### src/rtl/link_sigdet_qual.sv
module link_sigdet_qual #(
  parameter int WORD_W = 10,
  parameter int PERIOD = 4,
  parameter int WINDOW = 65560,
  parameter logic [WORD_W-1:0] COMMA = 10'h17C
) (
  input  logic              clk,
  input  logic              rst,
  input  logic [WORD_W-1:0] rx_word,
  input  logic              amp_ok,
  input  logic              wrap_mode,
  input  logic              comma_ign,
  output logic              sig_det
);
  localparam int PW = (PERIOD > 1) ? $clog2(PERIOD) : 1;
  localparam int WW = (WINDOW > 1) ? $clog2(WINDOW) : 1;
  localparam logic [PW-1:0] PER_LAST = PW'(PERIOD - 1);
  localparam logic [WW-1:0] WIN_LAST = WW'(WINDOW - 1);

  logic [PW-1:0] per_cnt;
  logic [WW-1:0] win_cnt;
  logic          fail_q, seen_q, wrap_q, cign_q;

  wire per_end = (per_cnt == PER_LAST);
  wire win_end = (win_cnt == WIN_LAST);
  wire is_k    = (rx_word == COMMA);
  wire pat_en  = !wrap_q;
  wire com_en  = !wrap_q && !cign_q;
  wire bad_pat = pat_en && ((~|rx_word) || (&rx_word));
  wire miss_k  = com_en && win_end && !(seen_q || is_k);
  wire fail_now = !amp_ok || bad_pat || miss_k;

  always_ff @(posedge clk) begin
    if (rst) begin
      per_cnt <= '0;
      win_cnt <= '0;
      fail_q  <= 1'b0;
      seen_q  <= 1'b0;
      sig_det <= 1'b0;
      wrap_q  <= wrap_mode;
      cign_q  <= comma_ign;
    end else begin
      per_cnt <= per_end ? '0 : per_cnt + 1'b1;
      win_cnt <= win_end ? '0 : win_cnt + 1'b1;
      seen_q  <= win_end ? 1'b0 : (seen_q || is_k);
      fail_q  <= per_end ? 1'b0 : (fail_q || fail_now);
      if (per_end) begin
        sig_det <= !(fail_q || fail_now);
        wrap_q  <= wrap_mode;
        cign_q  <= comma_ign;
      end
    end
  end
endmodule

### config.mk
export PLATFORM = sky130hd
export DESIGN_NAME = link_sigdet_qual
export DESIGN_NICKNAME = d
export VERILOG_FILES = /design/src/rtl/link_sigdet_qual.sv
export SDC_FILE = /design/constraint.sdc
export NUM_CORES = 1
export LEC_CHECK = 0
export ABC_AREA = 1
export BUFFER_PORTS_ARGS = -buffer_cell sky130_fd_sc_hd__buf_2
export CORE_ASPECT_RATIO = 1.75
export CORE_MARGIN = 1.5
export CORE_UTILIZATION = 35
export CTS_BUF_LIST = sky130_fd_sc_hd__clkbuf_4
export CTS_CLUSTER_SIZE = 30
export DETAILED_ROUTE_END_ITERATION = 7
export GPL_ROUTABILITY_DRIVEN = 0
export GPL_TIMING_DRIVEN = 0
export SLEW_MARGIN = 20
export SYNTH_ARGS = -nofsm -noshare
export SYNTH_HDL_FRONTEND = slang
export SYNTH_SLANG_ARGS = --single-unit
### constraint.sdc
create_clock -name clk -period 1.4 [get_ports clk]
set_input_delay 0.07 -clock clk [delete_from_list [all_inputs] [get_ports clk]]
set_output_delay 0.07 -clock clk [all_outputs]
set_load 0.03 [all_outputs]
# == Yosys cells after proc, flatten, opt, wreduce, memory -nomap -nowiden ==
# Cells that the tools add are included.
# totals
ff_bits,24
in_bits,15
output_inout_bits,1
wordCells,36
# op_classes
n_addsub,2
eq_ne,3
n_mux,4
reduce_logical,20
# op_table
op,n
adder 17 x 1 -> 17 bit (second input constant),1
== test 17 bit (second input constant),1
== test 10 x 9 -> 1 bit (second input constant),1
AND reduction 10 bit,1
OR reduction 10 bit,1
logical NOT 1 bit,6
logical OR 1 bit,5
logical AND 1 bit,4
two-way mux 1 bit,4
OR reduction 2 bit,2
adder 2 x 1 -> 2 bit (second input constant),1
== test 2 bit (second input constant),1
nonzero test 2 bit,1

# == Depth between registers and ports, before layout ==
# Gate-level depths: netlist (run 1).
# depth
depth_word,8
ltp_mapped,10
depth_no_buf,10

# == Worst setup path before layout (run 1) ==
# No wires, ideal clock.
# synth_path
path_kind,reg2reg
start,reg win_cnt[0]
end,reg win_cnt[16]
setup_ps,117
arrival_ps,1234
required_ps,1283
setup_slack_ps,50
path_stages_with_launch,9
n_path_buf,0
synth_period_minus_slack_ps,1350
cell_sequence,dfxtp_1 -> ha_1 -> nand2_1 -> nor3_4 -> inv_2 -> nor2_8 -> nand4_1 -> nand3_1 -> nor2_1
# synth_via
elab_chain_len,2
word_cells_on_any_way,3
cone_classes,1 x add/sub; 1 x eq/ne; 1 x reduce/logical
# synth_lines
item,line,rtl
start: declaration,21,logic [WW-1:0] win_cnt;
start signal: assignment,44,win_cnt <= win_end ? '0 : win_cnt + 1'b1;
branches (longest 2 deep; another with adder 17 x 1 -> 17 bit),n/a,
# Parallel ways; which one is timed is not known.
# A chain may end at the register's enable or synchronous reset.

# == Worst setup path after layout (run 1) ==
# layout_path
start,reg win_cnt[1]
end,reg win_cnt[16]
# The elaborated chain is that of the path after synthesis.

==> summary.txt, run 1 <==
Pwr
  • Switching Fraction: 0.239
  • Sw Pwr: 285 uW
  • P_leak: 0.671 nW
  • Tot Pwr: 1.19 mW
  • Clock group share of total power: 0.287
  • Power per cell area: 782 nW/um^2
  • P_int: 907 uW
  • VDD IR max: 0.000476 V
  • Comb power frac: 0.099
  • Flop pwr share: 0.614

Floorplanning
  • Initial Util: 0.362
  • Rows: 28
  • Die span in y: 81.0 microns
  • Core area: 3360 sq um
  • Full die area: 3850 sq um
  • I/O pins: 16
  • Chip Width: 47.6 microns

STA
  • Clock Skews: 0.00883 ns
  • Final hold viol count: 0
  • Final period util: 0.970
  • Fmax: 736 MHz
  • Worst setup margin: 0.0420 ns
  • Slew Limit Fails: 0
  • Hold slack: 0.0516 ns
  • # setup viols final: 0
  • Setup TNS: 0 ns
  • Unrepaired setup endpoints after global routing: true
  • Min Clock Period, post-route: 1.36 ns
  • Max-Slew Margin vs Limit: 0.840
  • Slew @ Worst Pin: 0.239 ns

Global route
  • Aggregate global-route resource usage: 0.147
  • GR Overflow Total: 0
  • First-pass GRT wire length: 4110 microns
  • Initial antenna violation count: 0
  • Largest net degree at the start of global routing: 14
  • Vias in the first global route: 1036

Setup path
  • Crit end category: register
  • CP max FO: 5
  • CP Data Required Time: 1.64 ns
  • Arrival time worst endpoint: 1.59 ns
  • CP delay by family, top: simple AND/OR/NAND/NOR gates
  • CP Cell Sequence: ha_4 > nand2_2 > nor3_4 > inv_2 > nor2_8 > nand4_1 > nand3_1 > nor2_1
  • Crit-path slowest cell: dfxtp_4
  • Worst Path Buf+Inv: 1
  • FF-to-FF path depth: 8
  • Worst path depth: 8
  • Crit start category: register
  • CP peak stage delay: 0.39 ns
  • Crit path kind: reg2reg

Drt
  • ANT nets after route: 0
  • Vias per inst: 4.69
  • DRT Pass-1 Iters: 4
  • DR vias: 1098
  • Iter 0 DRT Violations: 39
  • # DRC: 0
  • WL/cell: 10.6 microns
  • Total Routed Length: 2490 microns

Clock tree
  • Clk buf depth: 2
  • TritonCTS Sinks: 24
  • H-tree depth: 1
  • Clk_lat worst skew: 0.32 ns
  • Clock transition at path regs: 0.13 ns
  • CTS tree: done
  • Root Buffer: clkbuf_4
  • TritonCTS Buffers: 3

Synthesis
  • Yosys reg bits: 24
  • Synth Area in Simple Gates: 0.404
  • Largest family of logic cells by synthesized area: simple AND/OR/NAND/NOR gates
  • Synthesized area: 1220 sq um
  • Compound-Gate Fraction of Synth Area: 0.0771
  • Ys Warns: 0
  • Syn Nets: 178
  • Mapped Cells: 161
  • Seq/Total Area, Yosys: 0.411
  • Post-synth ARST share: 0
  • Post-synth EDFFs: 2
  • Synth Area in XOR/XNOR: 0.0216
  • Netlist cell types: 29
  • Mux cell area share after synthesis: 0
  • Avg Cell Area, Syn: 7.56 sq um
  • Adder-Cell Fraction of Synth Area: 0.0206
  • Synth Flop Type: dfxtp_1

Status
  • Status: finished, final reports clean

Run
  • Max-Cap Viols: 0

Final layout
  • Final core utilization: 0.453
  • Fin nets: 207
  • Most common cell after layout, fill and taps aside: nor2_1
  • Antenna diode count: 0
  • Most frequent cells in the layout: 34 x nor2_1, 23 x nand2_1, 15 x inv_1, 15 x buf_2, 14 x dfxtp_1
  • Layout cells sized above 1: 0.312
  • Final std cells w/o fill: 234
  • Post-route cell area: 1530 sq um
  • Layout area overhead: 25.3%
  • FILL cells: 356

Placement
  • Port-buffer cells: 15
  • Dpl cell area: 1350 sq um
  • DPL Wire Length: 1850 microns
  • Placed cell count: 221
  • Dpl ws: -0.242 ns

Min path
  • Worst hold stages: 3
  • Hold crit path type: in2reg
[cell type report]
cell class              instances  area [sq um]  share of cell area
plain buffers                   2          22.5              0.0148
flip-flops and latches         24           515               0.338
well taps                      45          56.3              0.0369
clock buffers                   4          30.0              0.0197
repair buffers                 24           151              0.0993
inverters                      18          67.6              0.0443
multi-input cells             117           682               0.447
[final timing paths]
| path | start | to | slack, ns |
|---|---|---|---|
| setup / recovery | win_cnt[1]$_SDFF_PP0_ | win_cnt[16]$_SDFF_PP0_ | 0.04 |
| hold / removal | rst | per_cnt[1]$_SDFF_PP0_ | 0.05 |
| setup reg to reg | win_cnt[1]$_SDFF_PP0_ | win_cnt[16]$_SDFF_PP0_ | 0.04 |
| hold reg to reg | per_cnt[0]$_SDFF_PP0_ | per_cnt[0]$_SDFF_PP0_ | 0.43 |
[power groups by stage]
| stage | combinational, mW | sequential, mW | clock, mW |
|---|---|---|---|
| detailed placement | 0.0952 | 0.744 | 0 |
| global placement | 0.0899 | 0.743 | 0 |
| global route | 0.135 | 0.735 | 0.384 |
| floorplan | 0.0542 | 0.745 | 0 |
| CTS | 0.113 | 0.730 | 0.352 |
| finish | 0.118 | 0.732 | 0.342 |
[registers in the layout, indices dropped and copies added (netlist names)]
signal   flops
win_cnt     17
wrap_q       1
seen_q       1
fail_q       1
cign_q       1
per_cnt      2
sig_det      1
[logic make-up (layout without fill, tap and decap cells)]
family | after synthesis | after routing
xor gates and xnor gates | 3 | 3
and+or+nand+nor | 96 | 96
buffers and inverters | 20 | 48
adders and majority gates | 2 | 2
AOI/OAI and AO/OA | 16 | 16
DFF | 24 | 24
[metal layers]
| metal | wire [microns] | share of wire | track usage |
|---|---|---|---|
| met1 | 1010 | 0.40 | 0.151 |
| met2 | 1350 | 0.54 | 0.269 |
| met3 | 72 | 0.029 | 0.0200 |
| met4 | 57 | 0.023 | 0.0730 |
| met5 | 0 | 0 | 0 |
[what timing repair did]
item	4_1_cts	5_1_grt
endpoints found under the setup margin	15	20
resized for setup	10	16
hold buffers	2	0
buffers inserted	4	3
pin swaps	2	2
hold endpoints to repair	2	0
[worst min-delay path, stage by stage]
cell,delay [ns]
buf_2,0.08
or2_2,0.15
nor2_1,0.05
[cell usage after synthesis (all sizes together), types with 4 or more instances]
library cell,instances,area share
a21oi,9,0.040
nor3,10,0.064
inv,18,0.056
nor2,39,0.13
nand2,27,0.087
nand3b,4,0.035
dfxtp,22,0.36
nand3,8,0.041
nand4,4,0.021
No activity file was read; power rests on OpenSTA's default activity.
==> inputs of run 2 (changes only) <==
--- a/config.mk
+++ b/config.mk
@@ -8,7 +8,7 @@
 export ABC_AREA = 1
 export BUFFER_PORTS_ARGS = -buffer_cell sky130_fd_sc_hd__buf_2
 export CORE_ASPECT_RATIO = 1.75
-export CORE_MARGIN = 1.5
+export CORE_MARGIN = 8
 export CORE_UTILIZATION = 35
 export CTS_BUF_LIST = sky130_fd_sc_hd__clkbuf_4
 export CTS_CLUSTER_SIZE = 30
==> run 2 against run 1 <==
The run now ends with negative setup slack left. Sequential share of layout area fell by 0.081 points. Flip-flop and latch count did not move. Non-clock buffer count fell by 2. Cell count fell by 0.85%. Combinational power rose by 12%. Clock power fell by 11%. Cell area fell by 0.25%. Register-to-register slack got worse by 0.06 ns. Total power fell by 2.2%. Largest cell class unchanged. Largest power group unchanged.
==> summary.txt, run 2 (synthesis results as in run 1) <==
Clock tree
  • TritonCTS Sinks: 24 (unchanged)
  • CTS tree: done
  • TritonCTS Buffers: 3 (unchanged)
  • Clock transition at path regs: 0.13 ns (about the same)
  • H-tree depth: 1 (unchanged)
  • Clk_lat worst skew: 0.31 ns (about the same)
  • Clk buf depth: 2 (unchanged)
  • Root Buffer: clkbuf_4

Global route
  • Vias in the first global route: 1056 (+1.9%)
  • Aggregate global-route resource usage: 0.0944 (-0.0524)
  • GR Overflow Total: 0 (unchanged)
  • Initial antenna violation count: 0 (unchanged)
  • Largest net degree at the start of global routing: 14 (unchanged)
  • First-pass GRT wire length: 4320 microns (+5.0%)

Setup path
  • Setup crit start: win_cnt[1]$_SDFF_PP0_
  • Crit start category: register
  • CP peak stage delay: 0.38 ns (about the same)
  • Worst Path Buf+Inv: 1 (unchanged)
  • CP Data Required Time: 1.62 ns (-0.02 ns)
  • Crit path kind: reg2reg
  • Most used cell, CP: nor2_1
  • CP delay by family, top: simple AND/OR/NAND/NOR gates
  • Crit-path slowest cell: dfxtp_4
  • CP max FO: 3 (-2)
  • CP Cell Sequence: buf_4 > nand3_2 > nor2_1 > nand3_1 > nor3_2 > xor2_1 > nor2_1
  • Crit end category: register
  • RR Startpoint: win_cnt[1]$_SDFF_PP0_
  • Arrival time worst endpoint: 1.64 ns (+0.05 ns)

Floorplanning
  • Initial Util: 0.362 (unchanged)
  • Chip Width: 60.6 microns (+27%)
  • Die span in y: 94.0 microns (+16%)
  • I/O pins: 16 (unchanged)
  • Rows: 28 (unchanged)
  • Core area: 3360 sq um (unchanged)
  • Full die area: 5700 sq um (+48%)

Final layout
  • Max FFs per register: 17 (unchanged)
  • Post-route cell area: 1520 sq um (-0.25%)
  • Most common cell after layout, fill and taps aside: nor2_1
  • Most frequent cells in the layout: 33 x nor2_1, 23 x nand2_1, 16 x dfxtp_1
  • Fin nets: 205 (-0.97%)
  • Layout area overhead: 25.0%
  • Regs by FF count: win_cnt (17), per_cnt (2)
  • Antenna diode count: 0 (unchanged)
  • Largest register by flop count: win_cnt
  • Layout cells sized above 1: 0.299 (-0.0127)

Drt
  • Metal-1 WL: 1130 microns (+12%)
  • # DRC: 0 (unchanged)
  • ANT nets after route: 0 (unchanged)
  • DR vias: 1114 (+1.5%)
  • DR WL met3: 109 microns (+51%)
  • WL/cell: 11.5 microns (+7.9%)
  • Iter 0 DRT Violations: 42 (+7.7%)
  • Vias per inst: 4.80 (+2.3%)
  • Total Routed Length: 2660 microns (+7.0%)
  • Met2 wire length: 1380 microns (+1.9%)
  • DRT Pass-1 Iters: 4 (unchanged)
  • Highest metal used: met4

STA
  • Final period util: 1.02 (+0.0459)
  • Worst setup margin: -0.0223 ns (-0.0642 ns)
  • # setup viols final: 1 (+1)
  • Hold slack: 0.0712 ns (+0.0196 ns)
  • Min Clock Period, post-route: 1.42 ns (+0.0642 ns)
  • Slew @ Worst Pin: 0.300 ns (+0.0612 ns)
  • Max-Slew Margin vs Limit: 0.799 (-0.0410)
  • Clock Skews: 0.00163 ns (-0.00720 ns)
  • Final hold viol count: 0 (unchanged)
  • Fmax: 703 MHz (-4.5%)
  • Slew Limit Fails: 0 (unchanged)
  • Unrepaired setup endpoints after global routing: true

Pwr
  • VDD IR max: 0.000448 V (-6.0%)
  • Clock group share of total power: 0.260 (-0.027)
  • Comb power frac: 0.113 (+0.014)
  • P_int: 888 uW (-2.2%)
  • Flop pwr share: 0.627 (+0.013)
  • P_leak: 0.663 nW (-1.3%)
  • Power per cell area: 766 nW/um^2 (-2.0%)
  • Sw Pwr: 278 uW (-2.3%)
  • Switching Fraction: 0.239 (-0.000319)

Run
  • Max-Cap Viols: 0 (unchanged)

Min path
  • Hold Crit Start: rst
  • Hold crit path type: in2reg

Placement
  • Port-buffer cells: 15 (unchanged)
  • Dpl ws: -0.212 ns (+0.0293 ns)
  • Dpl cell area: 1350 sq um (unchanged)
  • DPL Wire Length: 1990 microns (+7.9%)

Status
  • Status: finished, violations left
  • Failing checks: negative setup slack
-- run 2: changes by cell type in the layout (fill, tap and decap cells not counted), sizes merged --
cell    change
buf         -3
clkinv      +1
-- run 2: per-layer routing --
layer / vias up / global-route usage
li1: 574 / -
met1: 517 / 0.0990
met2: 19 / 0.176
met3: 4 / 0.0137
met4: 0 / 0.0352
met5: - / 0
-- run 2: worst paths after layout --
kind,slack (ns),end,cells after the start
hold reg to reg,0.43,per_cnt[0]$_SDFF_PP0_,1
setup reg to reg,-0.02,win_cnt[15]$_SDFF_PP0_,7
setup / recovery,-0.02,win_cnt[15]$_SDFF_PP0_,7
hold / removal,0.07,per_cnt[1]$_SDFF_PP0_,3
-- run 2: tightest hold or removal path: stages --
cell and delay [ns]:
buf_2 0.08, or2_2 0.15, nor2_1 0.05
-- run 2: power by group through the flow --
stage / clock, mW / sequential, mW / combinational, mW
6_report: 0.304 / 0.731 / 0.132
5_1_grt: 0.343 / 0.733 / 0.150
4_1_cts: 0.322 / 0.733 / 0.112
3_5_place_dp: 0 / 0.744 / 0.0953
3_3_place_gp: 0 / 0.743 / 0.0895
2_1_floorplan: 0 / 0.745 / 0.0542
-- run 2: layout make-up --
| class | count | area (sq um) |
|---|---|---|
| clock buffers | 3 | 22.5 |
| repair buffers | 22 | 150 |
| well taps | 45 | 56.3 |
| flip-flops and latches | 24 | 513 |
| clock inverters | 1 | 3.75 |
| inverters | 18 | 67.6 |
| fillers | 353 | 1840 |
| multi-input cells | 117 | 686 |
| plain buffers | 2 | 22.5 |
-- run 2: through the flow --
step / cells / setup TNS, ns / power [mW] / utilization
after floorplan: 161 / 0 / 0.800 / -
after global placement: 221 / -2.12 / 0.832 / 0.401
after detailed placement: 221 / -2.36 / 0.840 / 0.401
after CTS: 230 / 0 / 1.17 / 0.432
after global routing: 232 / -1.33 / 1.23 / 0.452
final: 232 / -0.0223 / 1.17 / 0.452
-- run 2: what timing repair did --
item	4_1_cts	5_1_grt
gates resized for setup	10	15
hold endpoints to repair	2	0
setup buffers	3	1
hold buffers	2	0
cloned	0	1
pin swaps	2	10
setup endpoints to repair	15	20
